File: config.mk
export PLATFORM = sky130hd
export DESIGN_NAME = irq_router
export DESIGN_NICKNAME = d
export VERILOG_FILES = /design/src/rtl/irq_router_pkg.sv /design/src/rtl/irqr_ctrl.sv /design/src/rtl/irqr_datapath.sv /design/src/rtl/irq_router.sv
export SDC_FILE = /design/constraint.sdc
export NUM_CORES = 1
export LEC_CHECK = 0
export ABC_AREA = 1
export CORE_MARGIN = 8
export CORE_UTILIZATION = 45
export CTS_BUF_LIST = sky130_fd_sc_hd__clkbuf_8 sky130_fd_sc_hd__clkbuf_16
export DETAILED_ROUTE_END_ITERATION = 7
export DONT_BUFFER_PORTS = 1
export HOLD_SLACK_MARGIN = 0.15
export PLACE_DENSITY = 0.64
export RECOVER_POWER = 50
export SLEW_MARGIN = 40
export SYNTH_ARGS = -nofsm -noshare
export SYNTH_HDL_FRONTEND = slang
export SYNTH_SLANG_ARGS = --single-unit
File: constraint.sdc
create_clock -name clk -period 2.2 [get_ports clk]
set_input_delay 0 -clock clk [delete_from_list [all_inputs] [get_ports clk]]
set_output_delay 0 -clock clk [all_outputs]
set_load 0.01 [all_outputs]
File: src/rtl/irq_router_pkg.sv
package irq_router_pkg;
  parameter int NUM_BUF       = 32;
  parameter int NUM_CHAN      = 2;
  parameter int GLOB_PER_CHAN = 4;
  parameter int NUM_NODE      = 8;
  parameter int NUM_PIN       = 2;

  localparam int NUM_MSG_SRC  = 2 * NUM_BUF;
  localparam int NUM_GLOB_SRC = NUM_CHAN * GLOB_PER_CHAN;
  localparam int NUM_SRC      = NUM_MSG_SRC + NUM_GLOB_SRC;
  localparam int NODE_W       = $clog2(NUM_NODE);
  localparam int IDX_W        = $clog2(NUM_SRC);
  localparam int DATA_W       = NUM_NODE;
  localparam int PIN_W        = $clog2(NUM_PIN);

  typedef enum logic [1:0] {
    OP_NODE   = 2'd0,
    OP_MASK   = 2'd1,
    OP_CLEAR  = 2'd2,
    OP_PINMAP = 2'd3
  } regOp_t;

  typedef struct packed {
    logic              nodeWr;
    logic              maskWr;
    logic              clrWr;
    logic              mapWr;
    logic [IDX_W-1:0]  idx;
    logic [DATA_W-1:0] data;
  } cfgStrobe_t;
endpackage

File: src/rtl/irqr_ctrl.sv
module irqr_ctrl
  import irq_router_pkg::*;
(
  input  logic              wrEn,
  input  logic [1:0]        wrOp,
  input  logic [IDX_W-1:0]  wrIdx,
  input  logic [DATA_W-1:0] wrData,
  output cfgStrobe_t        strb
);
  regOp_t opCode;
  logic   idxOk;

  assign opCode = regOp_t'(wrOp);
  assign idxOk  = (wrIdx < IDX_W'(NUM_SRC));

  always_comb begin
    strb        = '0;
    strb.idx    = wrIdx;
    strb.data   = wrData;
    strb.nodeWr = wrEn && idxOk && (opCode == OP_NODE);
    strb.maskWr = wrEn && idxOk && (opCode == OP_MASK);
    // clear acts only when the written bit is one
    strb.clrWr  = wrEn && idxOk && (opCode == OP_CLEAR) && wrData[0];
    strb.mapWr  = wrEn && (opCode == OP_PINMAP);
  end
endmodule

File: src/rtl/irqr_datapath.sv
module irqr_datapath
  import irq_router_pkg::*;
(
  input  logic               clk,
  input  logic               rstN,
  input  cfgStrobe_t         strb,
  input  logic [NUM_BUF-1:0] rxEvt,
  input  logic [NUM_BUF-1:0] txEvt,
  input  logic [NUM_GLOB_SRC-1:0] globEvt,
  output logic [NUM_PIN-1:0] intOutN
);
  logic [NUM_SRC-1:0]  srcEvt;
  logic [NUM_SRC-1:0]  pendQ, pendD;
  logic [NUM_SRC-1:0]  maskQ, maskD;
  logic [NODE_W-1:0]   nodeQ [NUM_SRC];
  logic [NODE_W-1:0]   nodeD [NUM_SRC];
  logic [NUM_NODE-1:0] mapQ, mapD;
  logic [NUM_NODE-1:0] nodeAct;
  logic [NUM_PIN-1:0]  pinAny;

  // fixed source layout: buffer pairs first, then channel globals
  generate
    for (genvar b = 0; b < NUM_BUF; b++) begin : g_buf
      assign srcEvt[2*b]   = rxEvt[b];
      assign srcEvt[2*b+1] = txEvt[b];
    end
    for (genvar g = 0; g < NUM_GLOB_SRC; g++) begin : g_glob
      assign srcEvt[NUM_MSG_SRC+g] = globEvt[g];
    end
  endgenerate

  // per-source next state
  generate
    for (genvar i = 0; i < NUM_SRC; i++) begin : g_src
      logic hit;
      assign hit      = (strb.idx == IDX_W'(i));
      assign pendD[i] = srcEvt[i] | (pendQ[i] & ~(strb.clrWr & hit));
      assign maskD[i] = (strb.maskWr && hit) ? strb.data[0] : maskQ[i];
      assign nodeD[i] = (strb.nodeWr && hit) ? strb.data[NODE_W-1:0] : nodeQ[i];
    end
  endgenerate

  assign mapD = strb.mapWr ? strb.data[NUM_NODE-1:0] : mapQ;

  // node activity from next state, so the pin follows in the same edge
  always_comb begin
    nodeAct = '0;
    for (int i = 0; i < NUM_SRC; i++) begin
      if (pendD[i] && maskD[i]) nodeAct[nodeD[i]] = 1'b1;
    end
  end

  always_comb begin
    pinAny = '0;
    for (int n = 0; n < NUM_NODE; n++) begin
      if (nodeAct[n]) pinAny[PIN_W'(mapD[n])] = 1'b1;
    end
  end

  always_ff @(posedge clk or negedge rstN) begin
    if (!rstN) begin
      pendQ   <= '0;
      maskQ   <= '0;
      mapQ    <= '0;
      intOutN <= '1;
      for (int i = 0; i < NUM_SRC; i++) nodeQ[i] <= '0;
    end else begin
      pendQ   <= pendD;
      maskQ   <= maskD;
      mapQ    <= mapD;
      intOutN <= ~pinAny;
      for (int i = 0; i < NUM_SRC; i++) nodeQ[i] <= nodeD[i];
    end
  end
endmodule

File: src/rtl/irq_router.sv
module irq_router
  import irq_router_pkg::*;
(
  input  logic                    clk,
  input  logic                    rstN,
  input  logic                    wrEn,
  input  logic [1:0]              wrOp,
  input  logic [IDX_W-1:0]        wrIdx,
  input  logic [DATA_W-1:0]       wrData,
  input  logic [NUM_BUF-1:0]      rxEvt,
  input  logic [NUM_BUF-1:0]      txEvt,
  input  logic [NUM_GLOB_SRC-1:0] globEvt,
  output logic [NUM_PIN-1:0]      intOutN
);
  cfgStrobe_t strb;

  irqr_ctrl u_ctrl (
    .wrEn   (wrEn),
    .wrOp   (wrOp),
    .wrIdx  (wrIdx),
    .wrData (wrData),
    .strb   (strb)
  );

  irqr_datapath u_dp (
    .clk     (clk),
    .rstN    (rstN),
    .strb    (strb),
    .rxEvt   (rxEvt),
    .txEvt   (txEvt),
    .globEvt (globEvt),
    .intOutN (intOutN)
  );
endmodule

==> flow_summary.json, run 1 <==
{
  "wl_per_cell_um": 21.5,
  "netSwitchingFraction_pct": 26.1,
  "drc": 0,
  "worst_setup_path_end_kind": "flop",
  "cp_cell_sequence": "nor2_4 -> nand2_2 -> nand2_4 -> nand3_2 -> buf_6 -> buf_12 -> buf_4 -> o21ai_0 -> nand2_1 -> nand3_2 -> nor2_1 -> nor2_2 -> nand2_1 -> nor2_1 -> nand2_1 -> nor2_2 -> nand3_1 -> nand2_1 -> nand2_1 -> inv_1 -> nand2_1 -> nor2_2",
  "ys_ff_latch": 370,
  "cts_sinks": 370,
  "whs_ns": -0.875,
  "synth_area_leaders": "dfrtp_1 40%, nand2_1 21%, nor2_1 14%",
  "maxCapViolCount": 0,
  "fin_crit_ns": 2.24,
  "r2r_setup_slack_ns": 0.06,
  "grt_pass1_wl_um": 170000,
  "switching_power_mw": 4.43,
  "antenna_found_initial": 7,
  "required_ns": 2.73,
  "use_met1_pct": 49.8,
  "synth_compound_area_share_pct": 9.49,
  "drt_iter0_markers": 3747,
  "met3_usage_pct": 9.85,
  "clk_pin_slew_ns": 0.06,
  "power_density_nw_per_um2": 479,
  "yosys.area.top_type_share_pct": 39.6,
  "critPathLaunchType": "input pin",
  "leakage_nw": 18.3,
  "power_frac_comb_pct": 11.0,
  "min_path_type": "input pin to async pin",
  "drv_slew": 0,
  "layout_commonest_cell": "nand2_1",
  "final_cell_mix": "1212 x nand2_1, 790 x nor2_1, 632 x buf_4",
  "crit_family": "simple AND/OR/NAND/NOR gates",
  "ir_drop_uv": 566,
  "core_area_um2": 51200,
  "slowest_stage": "buf_6",
  "cts_tree": "built",
  "dieHeight_um": 243,
  "synth_area_per_cell_um2": 6.17,
  "routed_wl_um": 118000,
  "maxSlewHeadroom_pct": 53.4,
  "grt_pass1_vias": 27400,
  "period_share_pct": 102,
  "insertion_delay_ns": 0.61,
  "timing.rr.start": "u_dp.nodeQ[12]",
  "syn_to_final_growth_pct": 52.4,
  "synth_adder_area_share_pct": 0,
  "io_pins": 94,
  "firstDrtPassIters": 6,
  "grt.total_usage_pct": 37.8,
  "synth_cell_types": 31,
  "num_vias": 29700,
  "crit_start": "wrIdx[5]",
  "crit_buf_inv": 4,
  "port-buffer-count": 0,
  "synth_cells": 3771,
  "yosys.area.top_type": "dfrtp_1",
  "fin_worst_skew_ns": 0.0215,
  "p_int_mw": 12.6,
  "tritoncts.num_buffers": 46,
  "status": "finished, violations left",
  "crit_type": "input pin to flop",
  "start_util_pct": 45.4,
  "htreeDepth": 2,
  "maxClockFrequency_mhz": 446,
  "yosysSeqAreaShare_pct": 39.8,
  "finalSetupViolations": 2,
  "seqPwrFrac_pct": 41.4,
  "grt_setup_unrepaired": "yes",
  "synth_area_um2": 23300,
  "top_usage_layer": "met2",
  "cp.arrival_ns": 2.78,
  "drive_gt1_share_pct": 23.0,
  "die_w_um": 243,
  "antenna_left": 0,
  "clock_path_buffers": 3,
  "overflow": 0,
  "violations": "negative hold slack, negative setup slack",
  "nets": 4847,
  "synthXorXnorAreaFrac_pct": 0,
  "num_rows": 83,
  "syn_nets": 3863,
  "place_worst_setup_slack_ns": -0.690,
  "synth_simple_gate_area_share_pct": 42.6,
  "gp_congestion": 1.10,
  "crit_top_cell": "nand2_1",
  "clkPwrFrac_pct": 47.7,
  "synth_mux_area_share_pct": 0,
  "met2_usage_pct": 56.6,
  "crit_fanout": 19,
  "finalWorstSetupSlack_ns": -0.0411,
  "worst_pin_slew_ns": 0.700,
  "dieArea_um2": 59200,
  "critPathMaxStageDelay_ns": 0.21,
  "viasPerCell": 5.42,
  "total_power_mw": 17.0,
  "cts-root-buf": "clkbuf_16",
  "grt_start_max_net_pins": 371,
  "synth_top_family_by_area": "simple AND/OR/NAND/NOR gates",
  "hold_viol_final": 370,
  "yosysWarnings": 0,
  "dp_hpwl_um": 81200
}
## layout make-up
cell class	instances	area, um2
inverter	391	1470
clock inverter	30	275
sequential	370	9260
clock buffer	55	1310
multi-input combinational	2918	13000
timing repair buffer	1028	9260
fill	4301	15700
antenna	2	5.00
tap	680	851
## registers in the layout, indices dropped and copies added (netlist names)
name / count
u_dp.nodeQ: 216
u_dp.maskQ: 72
u_dp.pendQ: 72
u_dp.mapQ: 8
u_dp.intOutN: 2
## worst reg2reg max path, cell delays in order (launching register included)
cell,delay [ns]
dfrtp_1,0.38
o21ai_0,0.25
nor2_1,0.11
buf_4,0.14
nand2_1,0.16
o21ai_0,0.12
nor2_1,0.19
nand2_1,0.09
nor2_2,0.18
nand3_2,0.11
nand2_1,0.07
nand2_1,0.06
inv_2,0.04
nand2_1,0.07
nor2_2,0.10
## power by group through the flow
| stage | Sequential, mW | Combinational (mW) | Clock (mW) |
|---|---|---|---|
| 2_1_floorplan | 7.11 | 0.654 | 0 |
| 3_3_place_gp | 7.14 | 1.25 | 0 |
| 3_5_place_dp | 7.14 | 1.25 | 0 |
| 4_1_cts | 7.02 | 1.71 | 8.11 |
| 5_1_grt | 7.03 | 1.96 | 8.40 |
| 6_report | 7.03 | 1.87 | 8.09 |
## cell families (layout without fill, tap and decap cells)
family,after synthesis,after routing
buffers and inverters,483,1504
DFF,370,370
other,0,2
AOI/OAI and AO/OA,428,428
and+or+nand+nor,2490,2490
## Yosys cell counts
master    count
nor2_2       35
or2_1         2
buf_2        31
o21ai_0     267
or2_2         2
nand2_4       1
a21oi_2       1
o21bai_1     13
o22ai_1      11
nor2_1      871
nand3b_1      1
buf_1         2
nor2_4        2
a21oi_1       3
clkbuf_1     53
o21ai_1     129
nor4_1        1
nand2_1    1272
dfrtp_1     368
nand4_1      33
nor3_1        4
nand2_2       2
buf_4         2
nand3_1     262
clkinv_1      2
inv_2        78
inv_1       311
nand3_2       2
dfstp_2       2
o21ai_2       4
buf_6         4
## routing by layer
| metal | wire length [um] | part of all wire [%] |
|---|---|---|
| met1 | 46800 | 40 |
| met2 | 50200 | 43 |
| met3 | 13600 | 12 |
| met4 | 7310 | 6.2 |
| met5 | 17 | 0.014 |
## path summary, 6_finish.rpt
| path | cells after the start | to |
|---|---|---|
| hold reg to reg | 2 | u_dp.nodeQ[187] |
| max in group asynchronous | 0 | u_dp.pendQ[46] |
| min in group clk | 3 | u_dp.pendQ[38] |
| setup reg to reg | 14 | u_dp.intOutN[1] |
| setup / recovery | 22 | u_dp.intOutN[1] |
| hold / removal | 0 | u_dp.nodeQ[82] |
## stage by stage
stage / TNS [ns] / utilization [%] / instances / hold WS [ns] / instance area, um2
floorplan: 0 / - / 3771 / -0.296 / 23300
global placement: -1.42 / 56.8 / 5019 / -0.266 / 29100
detailed placement: -1.37 / 56.8 / 5019 / -0.269 / 29100
CTS: 0 / 67.1 / 5454 / -0.904 / 34300
global route: -0.308 / 69.2 / 5473 / -0.896 / 35500
finish: -0.0713 / 69.3 / 5474 / -0.875 / 35500
## repair_timing
action / in CTS / in global routing
buffers inserted: 0 / 15
cloned: 0 / 3
pin swaps: 0 / 54
hold endpoints to repair: 715 / 375
endpoints found under the setup margin: 2 / 2
hold buffers: 350 / 5
gates resized for setup: 11 / 267
Power figures use the tool's default switching activity.
==> run 2: changes to the inputs <==
--- a/config.mk
+++ b/config.mk
@@ -9,3 +9,3 @@
 export CORE_MARGIN = 8
-export CORE_UTILIZATION = 45
+export CORE_UTILIZATION = 30
 export CTS_BUF_LIST = sky130_fd_sc_hd__clkbuf_8 sky130_fd_sc_hd__clkbuf_16
@@ -14,3 +14,3 @@
 export HOLD_SLACK_MARGIN = 0.15
-export PLACE_DENSITY = 0.64
+export PLACE_DENSITY = 0.48
 export RECOVER_POWER = 50
==> constraint.sdc (replaced) <==
create_clock -name clk -period 2.2 [get_ports clk]
set_input_delay 0.66 -clock clk [delete_from_list [all_inputs] [get_ports clk]]
set_output_delay 0.66 -clock clk [all_outputs]
set_load 0.01 [all_outputs]
==> flow_summary.json, run 2 (same netlist as run 1, synthesis figures left out) <==
{
  "wl_per_cell_um": 21.0,
  "fin_worst_skew_ns": 0.0175,
  "top_register": "u_dp.nodeQ",
  "dp_hpwl_um": 90100,
  "min_path_type": "input pin to async pin",
  "maxClockFrequency_mhz": 347,
  "overflow": 0,
  "num_vias": 26900,
  "layout.cells.non_filler": 5519,
  "htreeDepth": 2,
  "dp.cells": 5418,
  "whs_ns": -0.217,
  "maxSlewHeadroom_pct": 37.4,
  "largest_reg_flops": 216,
  "clock_path_buffers": 3,
  "finalWorstSetupSlack_ns": -0.684,
  "grt_setup_unrepaired": "yes",
  "cts_tree": "built",
  "status": "finished, violations left",
  "drv_slew": 0,
  "crit_buf_inv": 5,
  "syn_to_final_growth_pct": 39.3,
  "dieArea_um2": 86700,
  "crit_family": "simple AND/OR/NAND/NOR gates",
  "finalCoreUtilization_pct": 42.0,
  "nets": 4531,
  "firstDrtPassIters": 6,
  "reg.largest.list": "u_dp.nodeQ: 216 flops, u_dp.maskQ: 72 flops, u_dp.pendQ: 72 flops",
  "critPathMaxStageDelay_ns": 0.24,
  "cp_cell_sequence": "nor2_4 -> nand2_2 -> nand2_4 -> buf_4 -> nand3_4 -> buf_12 -> buf_4 -> o21ai_1 -> nand2_1 -> buf_4 -> nor2_1 -> nand2_2 -> o21ai_1 -> nor2_1 -> nand2_1 -> nor2_1 -> nand3_1 -> nand2_1 -> nand2_1 -> inv_1 -> nand2_1 -> nor2_1",
  "grt_pass1_vias": 25200,
  "core_area_um2": 77100,
  "viasPerCell": 4.87,
  "r2r_setup_slack_ns": -0.02,
  "cts-root-buf": "clkbuf_16",
  "io_pins": 94,
  "dieHeight_um": 294,
  "critPathLaunchType": "input pin",
  "start_util_pct": 30.2,
  "gp_congestion": 1.02,
  "grt.total_usage_pct": 26.3,
  "ir_drop_uv": 548,
  "fin_crit_ns": 2.88,
  "crit_fanout": 44,
  "finalSetupViolations": 2,
  "slowest_stage": "buf_4",
  "period_share_pct": 131,
  "worst_pin_slew_ns": 0.940,
  "tritoncts.num_buffers": 49,
  "drc": 0,
  "crit_top_cell": "nand2_1",
  "drive_gt1_share_pct": 23.7,
  "port-buffer-count": 0,
  "grt_start_max_net_pins": 371,
  "grt_pass1_wl_um": 168000,
  "power_density_nw_per_um2": 534,
  "antenna_left": 0,
  "antenna_found_initial": 10,
  "required_ns": 2.74,
  "cts_sinks": 370,
  "crit_type": "input pin to flop",
  "cp.arrival_ns": 3.42,
  "clk_pin_slew_ns": 0.06,
  "drt_iter0_markers": 2688,
  "maxCapViolCount": 0,
  "routed_wl_um": 116000,
  "fillCellCount": 8245,
  "final_cell_mix": "1231 x nand2_1, 818 x nor2_1, 668 x buf_4",
  "hold_viol_final": 368,
  "insertion_delay_ns": 0.60,
  "violations": "negative hold slack, negative setup slack",
  "worst_setup_path_end_kind": "flop",
  "layout_commonest_cell": "nand2_1",
  "num_rows": 102,
  "die_w_um": 294,
  "leakage_nw": 16.6
}
[run 2: changes by cell type in the layout (fill, tap and decap cells not counted), sizes merged, moves of 4 or more]
cell         delta
buf            +24
clkinv          -8
dlygate4sd3   -342
bufinv          +4
[run 2: final timing paths]
path,to,start,cells past startpoint
worst min-delay path,u_dp.pendQ[8],rstN,0
max in group asynchronous,u_dp.nodeQ[83],rstN,0
worst max register to register,u_dp.intOutN[0],u_dp.maskQ[61],17
min in group clk,u_dp.pendQ[2],rxEvt[1],2
worst max-delay path,u_dp.intOutN[1],wrIdx[5],22
worst min register to register,u_dp.pendQ[2],u_dp.pendQ[2],2
[run 2: power breakdown]
group	switching, mW	total [mW]	internal [mW]
Sequential	0.0687	7.03	6.96
Combinational	0.832	1.36	0.527
Clock	3.39	8.93	5.54
[run 2: final cells by class]
| type | instances | area [um2] | area share [%] |
|---|---|---|---|
| multi-input combinational | 2918 | 12700 | 39.4 |
| sequential | 370 | 9260 | 28.6 |
| timing repair buffer | 709 | 5840 | 18.0 |
| inverter | 391 | 1470 | 4.53 |
| clock buffer | 60 | 1400 | 4.32 |
| tap | 1040 | 1300 | 4.02 |
| clock inverter | 29 | 372 | 1.15 |
| antenna | 2 | 5.00 | 0.0154 |
[run 2: repair_timing]
| action | CTS | global route |
|---|---|---|
| hold endpoints to repair | 370 | 370 |
| gates resized for setup | 86 | 62 |
| endpoints found under the setup margin | 2 | 2 |
| setup buffers | 6 | 2 |
| cloned | 2 | 0 |
| pin swaps | 9 | 14 |
[run 2: per-layer routing]
metal	routed length [um]	GRT usage, %
met5	35	0
met4	5210	10.1
met3	8280	4.67
met2	50200	40.3
met1	52400	36.5
[run 2: through the flow]
stage	TNS (ns)	worst slack (ns)	power [mW]	cell area, um2
2_1_floorplan	-0.841	-0.423	7.78	23500
3_3_place_gp	-6.56	-1.56	8.45	30000
3_5_place_dp	-5.67	-1.49	8.45	30000
4_1_cts	-1.06	-0.539	17.4	32200
5_1_grt	-1.57	-0.791	17.8	32400
6_report	-1.34	-0.684	17.3	32400
